### src/rtl/db_pkg.sv
`timescale 1ns/1ps
package db_pkg;
    typedef enum logic [1:0] {
        ST_LOW_ON  = 2'd0,
        ST_BLANK   = 2'd1,
        ST_HIGH_ON = 2'd2
    } db_state_e;
endpackage

### src/rtl/db_timer.sv
`timescale 1ns/1ps
// Blanking timer: divider followed by a tick counter, restarted on demand.
module db_timer #(
    parameter int PER_W    = 4,
    parameter int PRE_W    = 3,
    parameter int CNT_W    = 8,
    parameter int DIV_LOG2 = 5
) (
    input  logic             clk_i,
    input  logic             rst_ni,
    input  logic             restart_i,
    input  logic             run_i,
    input  logic [PER_W-1:0] period_i,
    input  logic [PRE_W-1:0] presc_i,
    output logic             done_o
);
    localparam int PCNT_W = DIV_LOG2;

    logic [PCNT_W-1:0] pre_q;
    logic [PCNT_W-1:0] pre_lim;
    logic [PCNT_W:0]   one_sh;
    logic [CNT_W-1:0]  cnt_q;
    logic [CNT_W:0]    cnt_inc;
    logic              tick;

    assign one_sh = (PCNT_W+1)'(1) << presc_i;

    always_comb begin
        if (presc_i >= PRE_W'(DIV_LOG2)) begin
            pre_lim = '1;
        end else begin
            pre_lim = PCNT_W'(one_sh - (PCNT_W+1)'(1));
        end
    end

    assign tick    = (pre_q == pre_lim);
    assign cnt_inc = {1'b0, cnt_q} + (CNT_W+1)'(1);
    assign done_o  = (period_i == '0) ||
                     (tick && (cnt_inc >= (CNT_W+1)'(period_i)));

    always_ff @(posedge clk_i or negedge rst_ni) begin
        if (!rst_ni) begin
            pre_q <= '0;
            cnt_q <= '0;
        end else if (restart_i) begin
            pre_q <= '0;
            cnt_q <= '0;
        end else if (run_i) begin
            if (tick) begin
                pre_q <= '0;
                if (cnt_q != '1) begin
                    cnt_q <= cnt_q + CNT_W'(1);
                end
            end else begin
                pre_q <= pre_q + PCNT_W'(1);
            end
        end
    end
endmodule

### src/rtl/db_fsm.sv
`timescale 1ns/1ps
// Drive state machine: low-on, blank, high-on.
module db_fsm
    import db_pkg::*;
(
    input  logic      clk_i,
    input  logic      rst_ni,
    input  logic      en_i,
    input  logic      edge_i,
    input  logic      phase_i,
    input  logic      phase_q_i,
    input  logic      zero_per_i,
    input  logic      done_i,
    output db_state_e state_o,
    output logic      hi_o,
    output logic      lo_o
);
    db_state_e state_q, state_d;

    // state register
    always_ff @(posedge clk_i or negedge rst_ni) begin
        if (!rst_ni) begin
            state_q <= ST_BLANK;
        end else begin
            state_q <= state_d;
        end
    end

    // next state
    always_comb begin
        state_d = state_q;
        if (!en_i) begin
            state_d = phase_i ? ST_HIGH_ON : ST_LOW_ON;        // bypass-follow
        end else if (edge_i) begin
            if (zero_per_i) begin
                state_d = phase_i ? ST_HIGH_ON : ST_LOW_ON;    // edge-swap
            end else begin
                state_d = ST_BLANK;                            // edge-blank
            end
        end else begin
            unique case (state_q)
                ST_BLANK: begin
                    if (done_i) begin
                        state_d = phase_q_i ? ST_HIGH_ON : ST_LOW_ON; // blank-expire
                    end
                end
                ST_LOW_ON, ST_HIGH_ON: begin
                    state_d = state_q;
                end
                default: state_d = ST_BLANK;
            endcase
        end
    end

    // outputs
    always_comb begin
        if (en_i) begin
            hi_o = (state_q == ST_HIGH_ON);
            lo_o = (state_q == ST_LOW_ON);
        end else begin
            hi_o = phase_i;
            lo_o = ~phase_i;
        end
    end

    assign state_o = state_q;
endmodule

### src/rtl/db_trip.sv
`timescale 1ns/1ps
// Trip handling: combinational output-enable kill plus synchronised sticky flag.
module db_trip #(
    parameter int SYNC_STAGES = 2
) (
    input  logic clk_i,
    input  logic rst_ni,
    input  logic trip_i,
    input  logic clear_i,
    output logic flag_o,
    output logic oe_o
);
    logic sync_last;
    logic flag_q;

    if (SYNC_STAGES == 1) begin : g_sync_single
        logic sync_q;
        always_ff @(posedge clk_i or negedge rst_ni) begin
            if (!rst_ni) sync_q <= 1'b0;
            else         sync_q <= trip_i;
        end
        assign sync_last = sync_q;
    end else begin : g_sync_chain
        logic [SYNC_STAGES-1:0] sync_q;
        always_ff @(posedge clk_i or negedge rst_ni) begin
            if (!rst_ni) sync_q <= '0;
            else         sync_q <= {sync_q[SYNC_STAGES-2:0], trip_i};
        end
        assign sync_last = sync_q[SYNC_STAGES-1];
    end

    always_ff @(posedge clk_i or negedge rst_ni) begin
        if (!rst_ni) flag_q <= 1'b0;
        else         flag_q <= sync_last | (flag_q & ~clear_i);
    end

    assign flag_o = flag_q;
    assign oe_o   = ~(trip_i | flag_q);
endmodule

### src/rtl/deadband_gen.sv
`timescale 1ns/1ps
module deadband_gen
    import db_pkg::*;
#(
    parameter int PER_W       = 4,
    parameter int PRE_W       = 3,
    parameter int CNT_W       = 8,
    parameter int DIV_LOG2    = 5,
    parameter int SYNC_STAGES = 2
) (
    input  logic             clk_i,
    input  logic             rst_ni,
    input  logic             phase_i,
    input  logic             db_en_i,
    input  logic [PER_W-1:0] dead_period_i,
    input  logic [PRE_W-1:0] dead_prescale_i,
    input  logic             trip_i,
    input  logic             trip_clear_i,
    output logic             gate_hi_o,
    output logic             gate_hi_oe_o,
    output logic             gate_lo_o,
    output logic             gate_lo_oe_o,
    output logic             trip_flag_o
);
    logic      phase_q;
    logic      phase_edge;
    logic      blank_done;
    logic      oe;
    db_state_e state;

    always_ff @(posedge clk_i or negedge rst_ni) begin
        if (!rst_ni) phase_q <= 1'b0;
        else         phase_q <= phase_i;
    end

    assign phase_edge = phase_i ^ phase_q;

    db_timer #(
        .PER_W    (PER_W),
        .PRE_W    (PRE_W),
        .CNT_W    (CNT_W),
        .DIV_LOG2 (DIV_LOG2)
    ) i_timer (
        .clk_i     (clk_i),
        .rst_ni    (rst_ni),
        .restart_i (phase_edge | ~db_en_i),
        .run_i     (state == ST_BLANK),
        .period_i  (dead_period_i),
        .presc_i   (dead_prescale_i),
        .done_o    (blank_done)
    );

    db_fsm i_fsm (
        .clk_i      (clk_i),
        .rst_ni     (rst_ni),
        .en_i       (db_en_i),
        .edge_i     (phase_edge),
        .phase_i    (phase_i),
        .phase_q_i  (phase_q),
        .zero_per_i (dead_period_i == '0),
        .done_i     (blank_done),
        .state_o    (state),
        .hi_o       (gate_hi_o),
        .lo_o       (gate_lo_o)
    );

    db_trip #(
        .SYNC_STAGES (SYNC_STAGES)
    ) i_trip (
        .clk_i   (clk_i),
        .rst_ni  (rst_ni),
        .trip_i  (trip_i),
        .clear_i (trip_clear_i),
        .flag_o  (trip_flag_o),
        .oe_o    (oe)
    );

    assign gate_hi_oe_o = oe;
    assign gate_lo_oe_o = oe;
endmodule

### config.mk
export PLATFORM = sky130hd
export DESIGN_NAME = deadband_gen
export DESIGN_NICKNAME = d
export VERILOG_FILES = /design/src/rtl/db_pkg.sv /design/src/rtl/db_timer.sv /design/src/rtl/db_fsm.sv /design/src/rtl/db_trip.sv /design/src/rtl/deadband_gen.sv
export SDC_FILE = /design/constraint.sdc
export NUM_CORES = 1
export LEC_CHECK = 0
export BUFFER_PORTS_ARGS = -buffer_cell sky130_fd_sc_hd__buf_2
export CORE_MARGIN = 5
export CORE_UTILIZATION = 40
export CTS_CLUSTER_DIAMETER = 200
export DETAILED_ROUTE_END_ITERATION = 8
export PLACE_DENSITY = 0.62
export SETUP_SLACK_MARGIN = 0.05
export SLEW_MARGIN = 10
export SYNTH_ARGS = -nofsm -noshare
export SYNTH_HDL_FRONTEND = slang
export SYNTH_SLANG_ARGS = --single-unit
### constraint.sdc
create_clock -name clk_i -period 2.1 [get_ports clk_i]
set_clock_uncertainty 0.1 [all_clocks]
set_input_delay 0.42 -clock clk_i [delete_from_list [all_inputs] [get_ports clk_i]]
set_output_delay 0.42 -clock clk_i [all_outputs]
set_load 0.02 [all_outputs]
== Word-level counts from Yosys, hierarchy flattened ==
Index checks and enable logic that the tools add are counted.
Cells by class
  add/sub/neg operators: 4
  $lt $le $gt $ge: 2
  eq/ne operators: 6
  shift-type cells: 1
  mux-type cells: 17
  bitwise gates (word level): 9
  reduce and logical (&&, ||, !) cells: 10
Operators with widths (count)
  $mux W8: 4
  $mux W5: 4
  $mux W2: 6
  $add A8 B1 Y9 const B: 1
  $ge A9 B4 Y1: 1
  $add A8 B1 Y8 const B: 1
  $ne A8 B8 Y1 const B: 1
  $reduce_bool A2 Y1: 3
  $add A5 B1 Y5 const B: 1
  $eq A5 B5 Y1: 1
  $shl A1 B3 Y5 const A: 1
  $sub A5 B1 Y5 const B: 1
  $logic_not A4 Y1: 1
  $ne A4 B4 Y1 const B: 1
  $not A1 Y1: 4
  $pmux W2 S2: 1
  $ge A3 B3 Y1 const B: 1
  $ne A3 B3 Y1 const B: 1
  $or A1 B1 Y1: 3
  $reduce_and A3 Y1: 1
  $eq A2 B1 Y1 const B: 1
  $eq A2 B2 Y1 const B: 1
  $logic_not A2 Y1: 1
  $mux W1: 2
  other kinds (6): 6
Word-level totals
  bits in registers: 19
  bits of input ports: 13
  output and inout port bits: 5
  word-level logic and storage cells: 55

== Logic depth before layout (Yosys ltp) ==
Gate-level depths: netlist of run 1.
  depth after elaboration: 10
  gate-level depth with buffers: 11

== Cells and area by module ==
A second synthesis of run 1 with hierarchy kept.
Unflattened totals
  cells, all modules: 167
  area total of the unflattened synthesis: 1519.0 um^2
By module, submodules not included
  db_timer: times used 1, cells an instance 135, area an instance 1198.6 um^2, sequential area each 325.3 um^2
  db_fsm: times used 1, cells an instance 19, area an instance 166.4 um^2, sequential area each 51.3 um^2
  db_trip: times used 1, cells an instance 6, area an instance 90.1 um^2, sequential area each 75.1 um^2
  deadband_gen: times used 1, cells an instance 7, area an instance 63.8 um^2, sequential area each 25.0 um^2

== Worst setup path before layout of run 1 ==
No wires, ideal clock.
  path type: input to register
  start point: in dead_prescale_i[2]
  end point: reg i_timer.cnt_q[6]
  setup time: 0.078 ns
  data arrival time: 2.448 ns
  data required time: 1.922 ns
  slack: -0.526 ns
  stages: 9
  buffers on the path: 1
  cell sequence: buf_6 or3_1 ha_1 nor2b_1 o21ai_0 xor2_1 nand4_2 or4_1 a21oi_1
On the way
  longest elaborated chain between the ends: 6
  elaborated cells between the ends (all ways): 7
RTL lines
  start, declared: RTL line deadband_gen.sv:16  | input logic [PRE_W-1:0] dead_prescale_i,
  $shl A1 B3 Y5: RTL line db_timer.sv:26  | assign one_sh = (PCNT_W+1)'(1) << presc_i;
  $sub A5 B1 Y5: RTL line db_timer.sv:32  | pre_lim = PCNT_W'(one_sh - (PCNT_W+1)'(1));
  $mux W5 *: RTL line db_timer.sv:29  | if (presc_i >= PRE_W'(DIV_LOG2)) begin
  $eq A5 B5 Y1 *: RTL line db_timer.sv:36  | assign tick = (pre_q == pre_lim);
  $reduce_bool A2 Y1 (no source line) *
  $reduce_and A3 Y1 (no source line) *
  end signal, assigned: RTL line db_timer.sv:52  | cnt_q <= cnt_q + CNT_W'(1);
  end, declared: RTL line db_timer.sv:22  | logic [CNT_W-1:0] cnt_q;
Mark *: on every way between the ends. The rest lies on a longest branch, timed or not.
A chain may end at the register's enable or synchronous reset.

== Final worst setup path of run 1 ==
  start point: in dead_prescale_i[1]
  end point: reg i_timer.cnt_q[3]
Same word-level chain as after synthesis.

==> results, run 1 <==
- The number of nets in the synthesized netlist is 176.
- The critical path start-end classification is in2reg.
- In the finished design, the share of the clock period the worst path needs comes to 106%.
- After detailed routing, the average wire length per cell comes to 13.9 um.
- After synthesis the netlist holds a flip-flop and latch count of 19.
- In this run, placement finished with an instance count of 225.
- The delay of the slowest cell on the worst path is 510 ps.
- Traced cell by cell, the critical path runs through buf_6, or3_4, ha_4, nor2b_4, o21ai_2, xor2_2, nand4_4, or4_4, a21oi_2.
- TritonCTS built the clock tree.
- In this run the number of cells on the critical path is 9.
- For the worst setup path, the data arrival time is 2360 ps.
- In this run the power spent charging and discharging nets is 225 uW.
- Setup repair after global routing could not meet its margin everywhere.
- The flow ran to the end, but the final reports show violations.
- After the last flow step, the layout net total stands at 207.
- Once detailed placement completed, the half-perimeter wirelength came to 2.43 mm.
- The mean instance size in the synthesized netlist is 8.68 sq um.
- The number of buffers between clock root and the deepest sink is 2.
- The first global-routing pass estimated 5.45 mm of wire.
- Counting both buffers and inverters, the worst setup path holds a total of 1.
- The nature of the critical path startpoint is an input pin.
- The most numerous cell in the Yosys netlist is nand2_1.
- The number of standard cells in the final layout excluding fillers is 232.
- The maximum fanout encountered on the critical timing path is 8.
- Sorting the synthesized cells by area gives the leading types as dfrtp_1, ha_1, nand2_1.
- The number of instances in the synthesized netlist is 156.
- The die covers 4650 sq um.
- The reported leakage power is 0.728 nW.
- The die is 68.2 um tall.
- The worst register-to-register path begins at i_timer.cnt_q[0].
- The worst path in the final design needs a cycle of 2220 ps, including I/O delays and setup.
- Measured in cells, the most critical reg-to-reg path has a length of 7.
- The switching fraction of total power is 30.1%.
- For this design, the sink count on the clock tree is 19.
- The proportion of synthesized chip area in sequential cells is 35.2%.
- Summed over all layers, the global routing overflow is 0.
- The final hold violation count came to 0.
- The power per unit of standard cell area is 435 nW/um^2.
- The number of antenna diodes is 0.
- At the end of routability-driven placement, the weighted congestion stood at 0.820.
- The slowest stage of the critical path belongs to the cell or4_4.
- The transition time at the pin with the least slew margin is 594 ps.
- The leading register cell type out of synthesis is dfrtp_1.
- The later pin in the worst-skew pair is clocked with a latency of 300 ps.
- Per report_power, the clock group accounts for 25.5% of the total.
- The worst hold path belongs to the class in2reg.
- The maximum clock rate is 0.451 GHz.
- The via count of the first global-routing pass is 1286.
- The most critical setup path has its endpoint at i_timer.cnt_q[3].
- The total core area is 3310 sq um.
- The cell area that synthesis handed to floorplanning was 1350 sq um.
- The leading area contributor after synthesis is dfrtp_1.
- On the critical path the largest part of the delay comes from simple AND/OR/NAND/NOR gates.
- In the routed layout, each cell is associated on average with a via count of 5.53.
- Across all layers, the routed design uses 1284 vias.
- VDD sags by at most 0.000353 V.
- CTS built an H-tree with a depth of 1.
- The max capacitance violation total is 0.
- The quantity of I/O buffers inserted on ports is 17.
- The DRC violation count after routing is 0.
- During I/O placement, the number of pins put on the boundary was 18.
- For the worst setup path, the data required time is 2240 ps.
- The count of TritonRoute iterations in the first routing pass is 4.
- Measured on the finished design, the core utilization comes to 52.0%.
- The type of element capturing the critical path is a flop.
- Once the floorplan was initialized, standard cells occupied 40.9% of the core.
- The pin count of the biggest net entering global routing is 20.
- The share of layout cells above drive strength 1 is 32.8%.
- The count of final max-slew check failures is 0.
- The clock slew seen by the registers of the worst setup and hold paths is 120 ps.
- By count the netlist is led by nand2_1, dfrtp_1, nor2_1, nand3_1, a21oi_1.
- The share of the synthesized area in the top cell type is 33.3%.
- The critical path launch point is dead_prescale_i[1].
- Combinational cells account for 22.8% of the total power.
- The number of flops mapped to enable cells by yosys is 0.
- Per report_power, the sequential group accounts for 51.7% of the total.
- Measured along the x axis, the die boundary spans 68.2 um.
- In this run the core area contains 21 standard-cell rows.
- The TritonCTS buffer count is 3.
- The register-to-register setup slack is 70 ps.
- The detailed router finished its first iteration with 54 violations.
- The count of cell types in the netlist is 45.
- The sum of routed wire length over all layers is 3.23 mm.
- The fraction of synthesis flops using an asynchronous set or reset pin is 100%.
- Total power for the finished layout comes to 749 uW.
- The endpoint identified for the worst register-to-register timing path is i_fsm.state_o[0].
- The buffer cell driving the clock tree root is clkbuf_4.
- Once routing completed, OpenROAD measured the worst setup slack at -116 ps.
- The initial antenna violation count was 0.
- The worst pin sits at a relative slew slack of 59.9%.
- OpenSTA, run right after detailed placement, puts the worst setup slack at -469 ps.
- The post-route antenna net violation count is 0.
- The checks that failed: setup timing.
- Across every metal layer, demand over resource in global routing totals 15.3%.
- The number of warnings reported in the yosys synthesis log is 0.
- The cell-internal power is 523 uW.
- Setup violations remaining at the end of the flow were counted as 11.
- Compared with the post-synthesis result, the final layout area differs by 27.3%.
## power groups by stage
stage,sequential [mW],clock (mW),combinational (mW)
3_3_place_gp,0.393,0,0.147
6_report,0.387,0.191,0.171
3_5_place_dp,0.393,0,0.152
4_1_cts,0.387,0.200,0.156
2_1_floorplan,0.393,0,0.0938
5_1_grt,0.388,0.214,0.188
## worst reg2reg max path, cell delays in order (launching register included)
cell and delay [ps]:
dfrtp_1 400, ha_1 260, xor2_1 170, ha_1 270
nor2b_1 120, o21ai_0 190, a41o_1 270, o221a_2 200
## cell families after synthesis
family	Yosys count	synth area share, %
XOR/XNOR	8	5.73
flip-flops	19	35.2
adder cells (fa/ha/maj)	7	6.47
multiplexers	2	1.85
AO/OA/AOI/OAI	37	19.0
AND/OR/NAND/NOR	70	27.2
buffers and inverters	13	4.53
## flip-flops by register name, summed over array words and instances (netlist names)
signal                      count
i_trip.g_sync_chain.sync_q      2
i_timer.pre_q                   5
i_fsm.state_o                   2
phase_q                         1
i_trip.flag_o                   1
i_timer.cnt_q                   8
## worst min-delay path by stage
stage                             startpoint                             to  depth (start not counted)
2_1_floorplan                         rst_ni               i_fsm.state_o[1]                          0
3_3_place_gp   i_trip.g_sync_chain.sync_q[0]  i_trip.g_sync_chain.sync_q[1]                          0
3_5_place_dp   i_trip.g_sync_chain.sync_q[0]  i_trip.g_sync_chain.sync_q[1]                          0
4_1_cts                               trip_i  i_trip.g_sync_chain.sync_q[0]                          1
5_1_grt                               trip_i  i_trip.g_sync_chain.sync_q[0]                          1
6_report                              trip_i  i_trip.g_sync_chain.sync_q[0]                          1
## cell usage in the layout, fill, tap and decap left out, types with 3 or more instances in the layout
cell type / instances
a31oi_1: 4
nand3_1: 12
clkbuf_4: 3
buf_2: 15
nand2_1: 18
buf_4: 12
ha_1: 6
nand2b_1: 3
o21ai_0: 4
a21oi_1: 5
xnor2_1: 3
buf_6: 4
nor2_1: 12
inv_1: 7
or4_1: 3
a21oi_2: 4
o31ai_1: 4
dfrtp_1: 18
nor2b_1: 3
## final cells by class
cell class	count	area, sq um
fill	322	1590
multi-input combinational	124	916
sequential	19	477
timing repair buffer	32	220
tap	46	57.6
clock buffer	4	26.3
inverter	7	26.3
## metal layers
metal,vias up,share of wire (%),GRT usage (%)
li1,627,-,-
met1,624,44,18.4
met2,29,51,26.8
met3,4,3.9,3.28
met4,0,0.77,5.21
met5,-,0,0
## through the flow
stage	hold WS (ps)	TNS, ps	area (sq um)
final	136	-422	1720
after CTS	128	-769	1650
after global routing	122	-1570	1720
after global placement	243	-5090	1590
after floorplan	24.4	-3600	1410
after detailed placement	245	-5520	1590
## repair_timing
action	4_1_cts	5_1_grt
setup buffers	1	1
gates cloned	0	0
resized for setup	3	14
pin swaps	2	13
hold endpoints to repair	18	0
hold buffers	1	0
endpoints found under the setup margin	14	15
Power figures use the tool's default switching activity.
==> run 2, diff against run 1 <==
--- a/config.mk
+++ b/config.mk
@@ -11,6 +11,7 @@
 export CTS_CLUSTER_DIAMETER = 200
 export DETAILED_ROUTE_END_ITERATION = 8
 export PLACE_DENSITY = 0.62
+export RECOVER_POWER = 25
 export SETUP_SLACK_MARGIN = 0.05
 export SLEW_MARGIN = 10
 export SYNTH_ARGS = -nofsm -noshare
==> run 2 against run 1 <==
Core utilization shrank 0.11 points. Worst hold slack improved by 1.8 ps. Global-route usage unchanged. Sequential share of layout area is 0.060 points higher. Final cell count did not move. Via count up 0.31%. Largest cell class unchanged. Die area stayed put. Critical endpoint unchanged. Sequential power is essentially flat. The flow still finishes with violations (setup timing). Combinational power about the same. First-iteration DRC count is the same. Final area is 0.22% lower. Wire length is 0.12% lower.
==> results, run 2 (synthesis results as in run 1) <==
- The run finished, with violations left.
- The final reports fail on setup timing.
- The data required time at the worst endpoint is 2240 ps (about the same).
- The maximum fanout encountered on the critical timing path is 8 (unchanged).
- The aggregate negative setup slack came to -421 ps (+1.16 ps).
- The post-layout worst setup margin is -116 ps (+0.00200 ps).
- The count of final max-slew check failures is 0 (unchanged).
- The final core utilization is 51.9% (-0.11 points).
- The max capacitance violation total came to 0 (unchanged).
- Relative to the synthesized area, the layout overhead comes to 27.0%.
- The reported leakage power is 0.720 nW (-1.1%).
- The die extent in y is 68.2 um (unchanged).
- The sequential cell area was 477 sq um (unchanged).
- The weighted congestion at the end of routability-driven global placement is 0.820 (unchanged).
- The count of buffering cells on the critical path with inverters included was 1 (unchanged).
- The global-route wire length before repair came to 5.45 mm (unchanged).
- Setup repair after global routing could not meet its margin everywhere.
- The initial cell density of the core is 40.9% (unchanged).
- The area of combinational cells with multiple inputs is 916 sq um (unchanged).
- More flip-flops sit in one register than any other, and that register is i_timer.cnt_q.
- The final hold violation count came to 0 (unchanged).
- The die outline area is 4650 sq um (unchanged).
- The final worst-path cycle share came to 106% (about the same).
- The maximum VDD drop was 0.000352 V (about the same).
- The largest registers in the layout are i_timer.cnt_q (8), i_timer.pre_q (5).
- The fill cell total of the finished layout came to 324 (+0.62%).
- The path class of the tightest hold or removal check is in2reg.
- The DRC violation count after routing is 0 (unchanged).
- The maximum clock rate was 0.451 GHz (about the same).
- STA classifies the critical path endpoint as a flop.
- The gate family responsible for the most delay along the worst path is simple AND/OR/NAND/NOR gates.
- The critical-path cell with the highest stage delay is or4_4.
- The overflow left after global routing was 0 (unchanged).
- The post-detailed-placement half-perimeter wirelength is 2.43 mm (unchanged).
- The sum of routed wire length over all layers is 3.23 mm (-0.12%).
- The total core area came to 3310 sq um (unchanged).
- The critical path start-end classification is in2reg.
- The register-to-register setup slack is 70 ps (about the same).
- The violation count after the first detailed-route iteration is 54 (unchanged).
- The clock latency of the later-clocked register in the worst-skew pair was 300 ps (about the same).
- The pin count of the biggest net entering global routing came to 20 (unchanged).
- The final critical path time including I/O delays and setup is 2220 ps (-0.00200 ps).
- The number of vias after detailed routing is 1288 (+0.31%).
- The headroom to the max-slew limit is 23.8% (-36 points).
- The overall die width is 68.2 um (unchanged).
- The post-route antenna net violation count came to 0 (unchanged).
- The total global-route track usage is 15.3% (unchanged).
- The number of placement rows is 21 (unchanged).
- The number of antenna diodes came to 0 (unchanged).
- The clock slew seen by the registers of the worst setup and hold paths is 120 ps (about the same).
- The quantity of I/O buffers inserted on ports is 17 (unchanged).
- The total I/O pin count was 18 (unchanged).
- The worst setup path is launched from an input pin.
- The CTS tree is done.
- The share of layout cells above drive strength 1 is 31.2% (-1.6 points).
- The number of clock sinks is 19 (unchanged).
- The number of flip-flops under the largest register name came to 8 (unchanged).
- The count of TritonRoute iterations in the first routing pass is 4 (unchanged).
- The TritonCTS buffer count is 3 (unchanged).
- The via-per-instance ratio is 5.55 (+0.31%).
- The number of failing setup endpoints in the final timing report is 11 (unchanged).
- The via count of the first global-routing pass was 1286 (unchanged).
- The transition time at the pin with the least slew margin is 1140 ps (+549 ps).
- The initial antenna violation count was 0 (unchanged).
- The buffer cell driving the clock tree root is clkbuf_4.
- The depth of the CTS H-tree is 1 (unchanged).
- The top cell types in the final layout, fill and taps aside, are nand2_1, dfrtp_1.
- The per-cell routed wire length was 13.9 um (-0.12%).
- The number of nets in the layout was 207 (unchanged).
- The number of buffers between clock root and the deepest sink is 2 (unchanged).
- The delay of the slowest cell on the worst path is 510 ps (about the same).
- The critical path arrival is 2360 ps (about the same).
- The power per unit of standard cell area came to 435 nW/um^2 (+0.11%).
- Walking the worst path, the cells encountered are buf_6, or3_4, ha_4, nor2b_4, o21ai_2, xor2_2, nand4_4, or4_4, a21oi_2.
-- run 2: cell types whose count changed in the layout (fill, tap and decap cells not counted), sizes merged --
cell    previous run  this run
buf               31        28
clkbuf             4         7
-- run 2: per-layer routing --
metal | routed length, um | track usage [%] | share of wire (%) | vias to the layer above
li1 | - | - | - | 627
met1 | 1410 | 18.4 | 44 | 626
met2 | 1650 | 26.8 | 51 | 31
met3 | 137 | 3.28 | 4.2 | 4
met4 | 25 | 5.21 | 0.77 | 0
met5 | 0 | 0 | 0 | -
-- run 2: report_power, final --
part | leakage [nW] | switching [mW] | internal (mW)
clock network | 0.0150 | 0.117 | 0.0740
registers | 0.250 | 0.0103 | 0.377
logic | 0.454 | 0.0980 | 0.0719
total | 0.720 | 0.225 | 0.522
-- run 2: worst paths after layout --
path	start	to	cells after the start
max in group asynchronous	rst_ni	phase_q	2
worst min-delay path	trip_i	i_trip.g_sync_chain.sync_q[0]	1
worst max-delay path	dead_prescale_i[1]	i_timer.cnt_q[3]	9
min in group asynchronous	rst_ni	i_trip.g_sync_chain.sync_q[1]	2
worst min register to register	i_trip.g_sync_chain.sync_q[0]	i_trip.g_sync_chain.sync_q[1]	0
worst max register to register	i_timer.cnt_q[0]	i_fsm.state_o[0]	7
-- run 2: layout make-up --
type	count	share of cell area, %
clock buffer	4	1.53
sequential	19	27.7
tap	46	3.35
timing repair buffer	32	12.6
inverter	7	1.53
multi-input combinational	124	53.3
-- run 2: per-stage QoR --
| step | instance area, sq um | hold WS [ps] | std cells | worst slack [ps] | power, mW |
|---|---|---|---|---|---|
| 2_1_floorplan | 1410 | 24.4 | 156 | -327 | 0.487 |
| 3_3_place_gp | 1590 | 243 | 225 | -424 | 0.540 |
| 3_5_place_dp | 1590 | 245 | 225 | -469 | 0.546 |
| 4_1_cts | 1650 | 128 | 231 | -117 | 0.743 |
| 5_1_grt | 1720 | 124 | 232 | -213 | 0.790 |
| 6_report | 1720 | 138 | 232 | -116 | 0.748 |
-- run 2: what timing repair did --
action / in CTS / in global routing
buffers inserted: 1 / 1
hold buffers: 1 / 0
setup endpoints to repair: 14 / 15
resized for setup: 3 / 14
pin swaps: 2 / 13
hold endpoints to repair: 18 / 0
==> run 3, diff against run 2 <==
--- a/config.mk
+++ b/config.mk
@@ -12,7 +12,6 @@
 export DETAILED_ROUTE_END_ITERATION = 8
 export PLACE_DENSITY = 0.62
 export RECOVER_POWER = 25
-export SETUP_SLACK_MARGIN = 0.05
 export SLEW_MARGIN = 10
 export SYNTH_ARGS = -nofsm -noshare
 export SYNTH_HDL_FRONTEND = slang
==> run 3 against run 2 <==
The run still ends with setup timing left. First-iteration DRC count grew 13%. Global-route usage decreased by 0.069 points. Sequential share of layout area increased by 0.061 points. Clock power about the same. Final cell count did not move. Via count is 0.62% lower. Worst hold slack improved by 3.1 ps. Non-clock buffer count stayed put. Combinational power about the same. Largest power group unchanged. Highest routed layer unchanged.
==> results, run 3 (synthesis results as in run 1) <==
- The max capacitance violation total is 0 (unchanged).
- Relative to the synthesized area, the layout overhead comes to 26.7%.
- The startpoint of the worst-slack reg-to-reg timing path is i_timer.pre_q[3].
- The nature of the critical path startpoint is an input pin.
- The weighted congestion at the end of routability-driven global placement is 0.820 (unchanged).
- The violation count after the first detailed-route iteration is 61 (+13%).
- The met2 usage is 26.8% (unchanged).
- The met3 track utilization from global routing is 3.28% (unchanged).
- The reported leakage power is 0.718 nW (-0.25%).
- The TritonCTS buffer count is 3 (unchanged).
- The clock slew seen by the registers of the worst setup and hold paths came to 110 ps (about the same).
- The total global-route track usage is 15.2% (-0.069 points).
- The number of failing setup endpoints in the final timing report came to 13 (+2).
- TritonCTS built the clock tree.
- The depth of the CTS H-tree is 1 (unchanged).
- The total I/O pin count is 18 (unchanged).
- The overflow left after global routing came to 0 (unchanged).
- The total core area is 3310 sq um (unchanged).
- The critical path launch point is dead_prescale_i[1].
- The worst min-delay path category is in2reg.
- The final worst-path cycle share was 106% (+0.40 points).
- The final design instance area without fill came to 1720 sq um (-0.22%).
- The initial cell density of the core is 40.9% (unchanged).
- The global routing stage identified its most utilized layer as met2.
- The per-cell routed wire length is 13.9 um (-0.40%).
- The worst setup path is of the in2reg kind.
- Ranked by flip-flop count, first place goes to i_timer.cnt_q.
- Setup repair after global routing could not meet its margin everywhere.
- The maximum fanout encountered on the critical timing path came to 8 (unchanged).
- The post-route antenna net violation count is 0 (unchanged).
- The headroom to the max-slew limit is 24.0% (+0.23 points).
- The cell area after placement came to 1590 sq um (unchanged).
- The global-route wire length before repair was 5.43 mm (-0.39%).
- The number of antenna diodes is 0 (unchanged).
- The number of nets in the layout came to 207 (unchanged).
- The post-detailed-placement half-perimeter wirelength came to 2.43 mm (unchanged).
- The die outline area is 4650 sq um (unchanged).
- The final critical path time including I/O delays and setup was 2220 ps (+8.33 ps).
- The largest registers in the layout are i_timer.cnt_q (8), i_timer.pre_q (5).
- The count of final max-slew check failures came to 0 (unchanged).
- The die extent in y was 68.2 um (unchanged).
- The worst register-to-register path ends at i_timer.cnt_q[3].
- The final hold violation count came to 0 (unchanged).
- The critical path arrival is 2360 ps (about the same).
- The register-to-register setup slack is 110 ps (+40 ps).
- The count of cells along the worst register-to-register path is 6 (-1).
- The number of placement rows came to 21 (unchanged).
- The data required time at the worst endpoint is 2240 ps (about the same).
- The initial antenna violation count is 0 (unchanged).
- The clock latency of the later-clocked register in the worst-skew pair is 300 ps (about the same).
- The flow ran to the end, but the final reports show violations.
- The sum of routed wire length over all layers is 3.22 mm (-0.40%).
- The number of flip-flops under the largest register name came to 8 (unchanged).
- The total power came to 746 uW (-0.24%).
- The via-per-instance ratio was 5.52 (-0.62%).
- The count of TritonRoute iterations in the first routing pass came to 4 (unchanged).
- The endpoint of the worst hold path is i_trip.g_sync_chain.sync_q[0].
- STA classifies the critical path endpoint as a flop.
- The number of vias after detailed routing is 1280 (-0.62%).
- The transition time at the pin with the least slew margin is 1140 ps (-3.44 ps).
- The buffer cell driving the clock tree root is clkbuf_4.
- The final reports fail on setup timing.
- The number of buffers between clock root and the deepest sink came to 2 (unchanged).
- The top cell types in the final layout, fill and taps aside, are nand2_1, dfrtp_1, buf_4.
- The number of clock sinks came to 19 (unchanged).
- The maximum clock rate came to 0.450 GHz (-0.37%).
- The maximum VDD drop was 0.000353 V (+0.13%).
- The share of layout cells above drive strength 1 is 31.2% (unchanged).
- The via count of the first global-routing pass was 1284 (-0.16%).
- The overall die width was 68.2 um (unchanged).
- The number of cells traversed by the worst hold path is 1 (unchanged).
- The post-layout worst setup margin was -125 ps (-8.33 ps).
- The DRC violation count after routing was 0 (unchanged).
- The power per unit of standard cell area is 435 nW/um^2 (about the same).
- The met1 layer usage reported by global route is 18.2% (-0.20 points).
- The quantity of I/O buffers inserted on ports was 17 (unchanged).
- The pin count of the biggest net entering global routing is 20 (unchanged).
- The startpoint of the most critical hold path is trip_i.
[run 3: worst max-delay path by stage]
stage,to,depth (start not counted)
final,i_timer.cnt_q[3],9
after global routing,i_timer.cnt_q[3],9
after CTS,i_timer.cnt_q[3],9
after detailed placement,i_timer.cnt_q[2],9
after global placement,i_timer.cnt_q[2],9
after floorplan,i_timer.cnt_q[2],9
[run 3: repair_timing]
item                       in CTS  in global routing
setup buffers                   0                  2
hold endpoints to repair       18                  0
resized for setup               2                 15
hold buffers                    1                  0
pin swaps                       2                 13
setup endpoints to repair      10                 15
[run 3: through the flow]
step                      hold slack (ps)  setup TNS (ps)  util [%]  setup WS, ps  std cells
after floorplan                      24.4           -3600         -          -327        156
after global placement                243           -5090      48.0          -424        225
after detailed placement              245           -5520      48.0          -469        225
after CTS                             128            -639      49.4          -126        230
after global routing                  124           -1750      51.8          -217        232
final                                 141            -569      51.8          -125        232
[run 3: final cells by class]
class	count	area [sq um]
multi-input combinational	124	916
tap	46	57.6
clock buffer	4	26.3
inverter	7	26.3
sequential	19	477
timing repair buffer	32	213
fill	327	1600
[run 3: report_power, final]
| group | internal, mW | switching [mW] |
|---|---|---|
| Sequential | 0.377 | 0.0102 |
| Clock | 0.0739 | 0.116 |
| Combinational | 0.0720 | 0.0977 |
[run 3: critical path, stage by stage]
cell	delay (ps)
buf_6	90
or3_4	390
ha_4	180
nor2b_4	120
o21ai_2	150
xor2_2	210
nand4_4	170
or4_4	510
a21oi_2	120
[run 3: metal layers]
metal | routed length [um] | vias to the layer above
li1 | - | 630
met1 | 1410 | 618
met2 | 1650 | 28
met3 | 139 | 4
met4 | 25 | 0
met5 | 0 | -
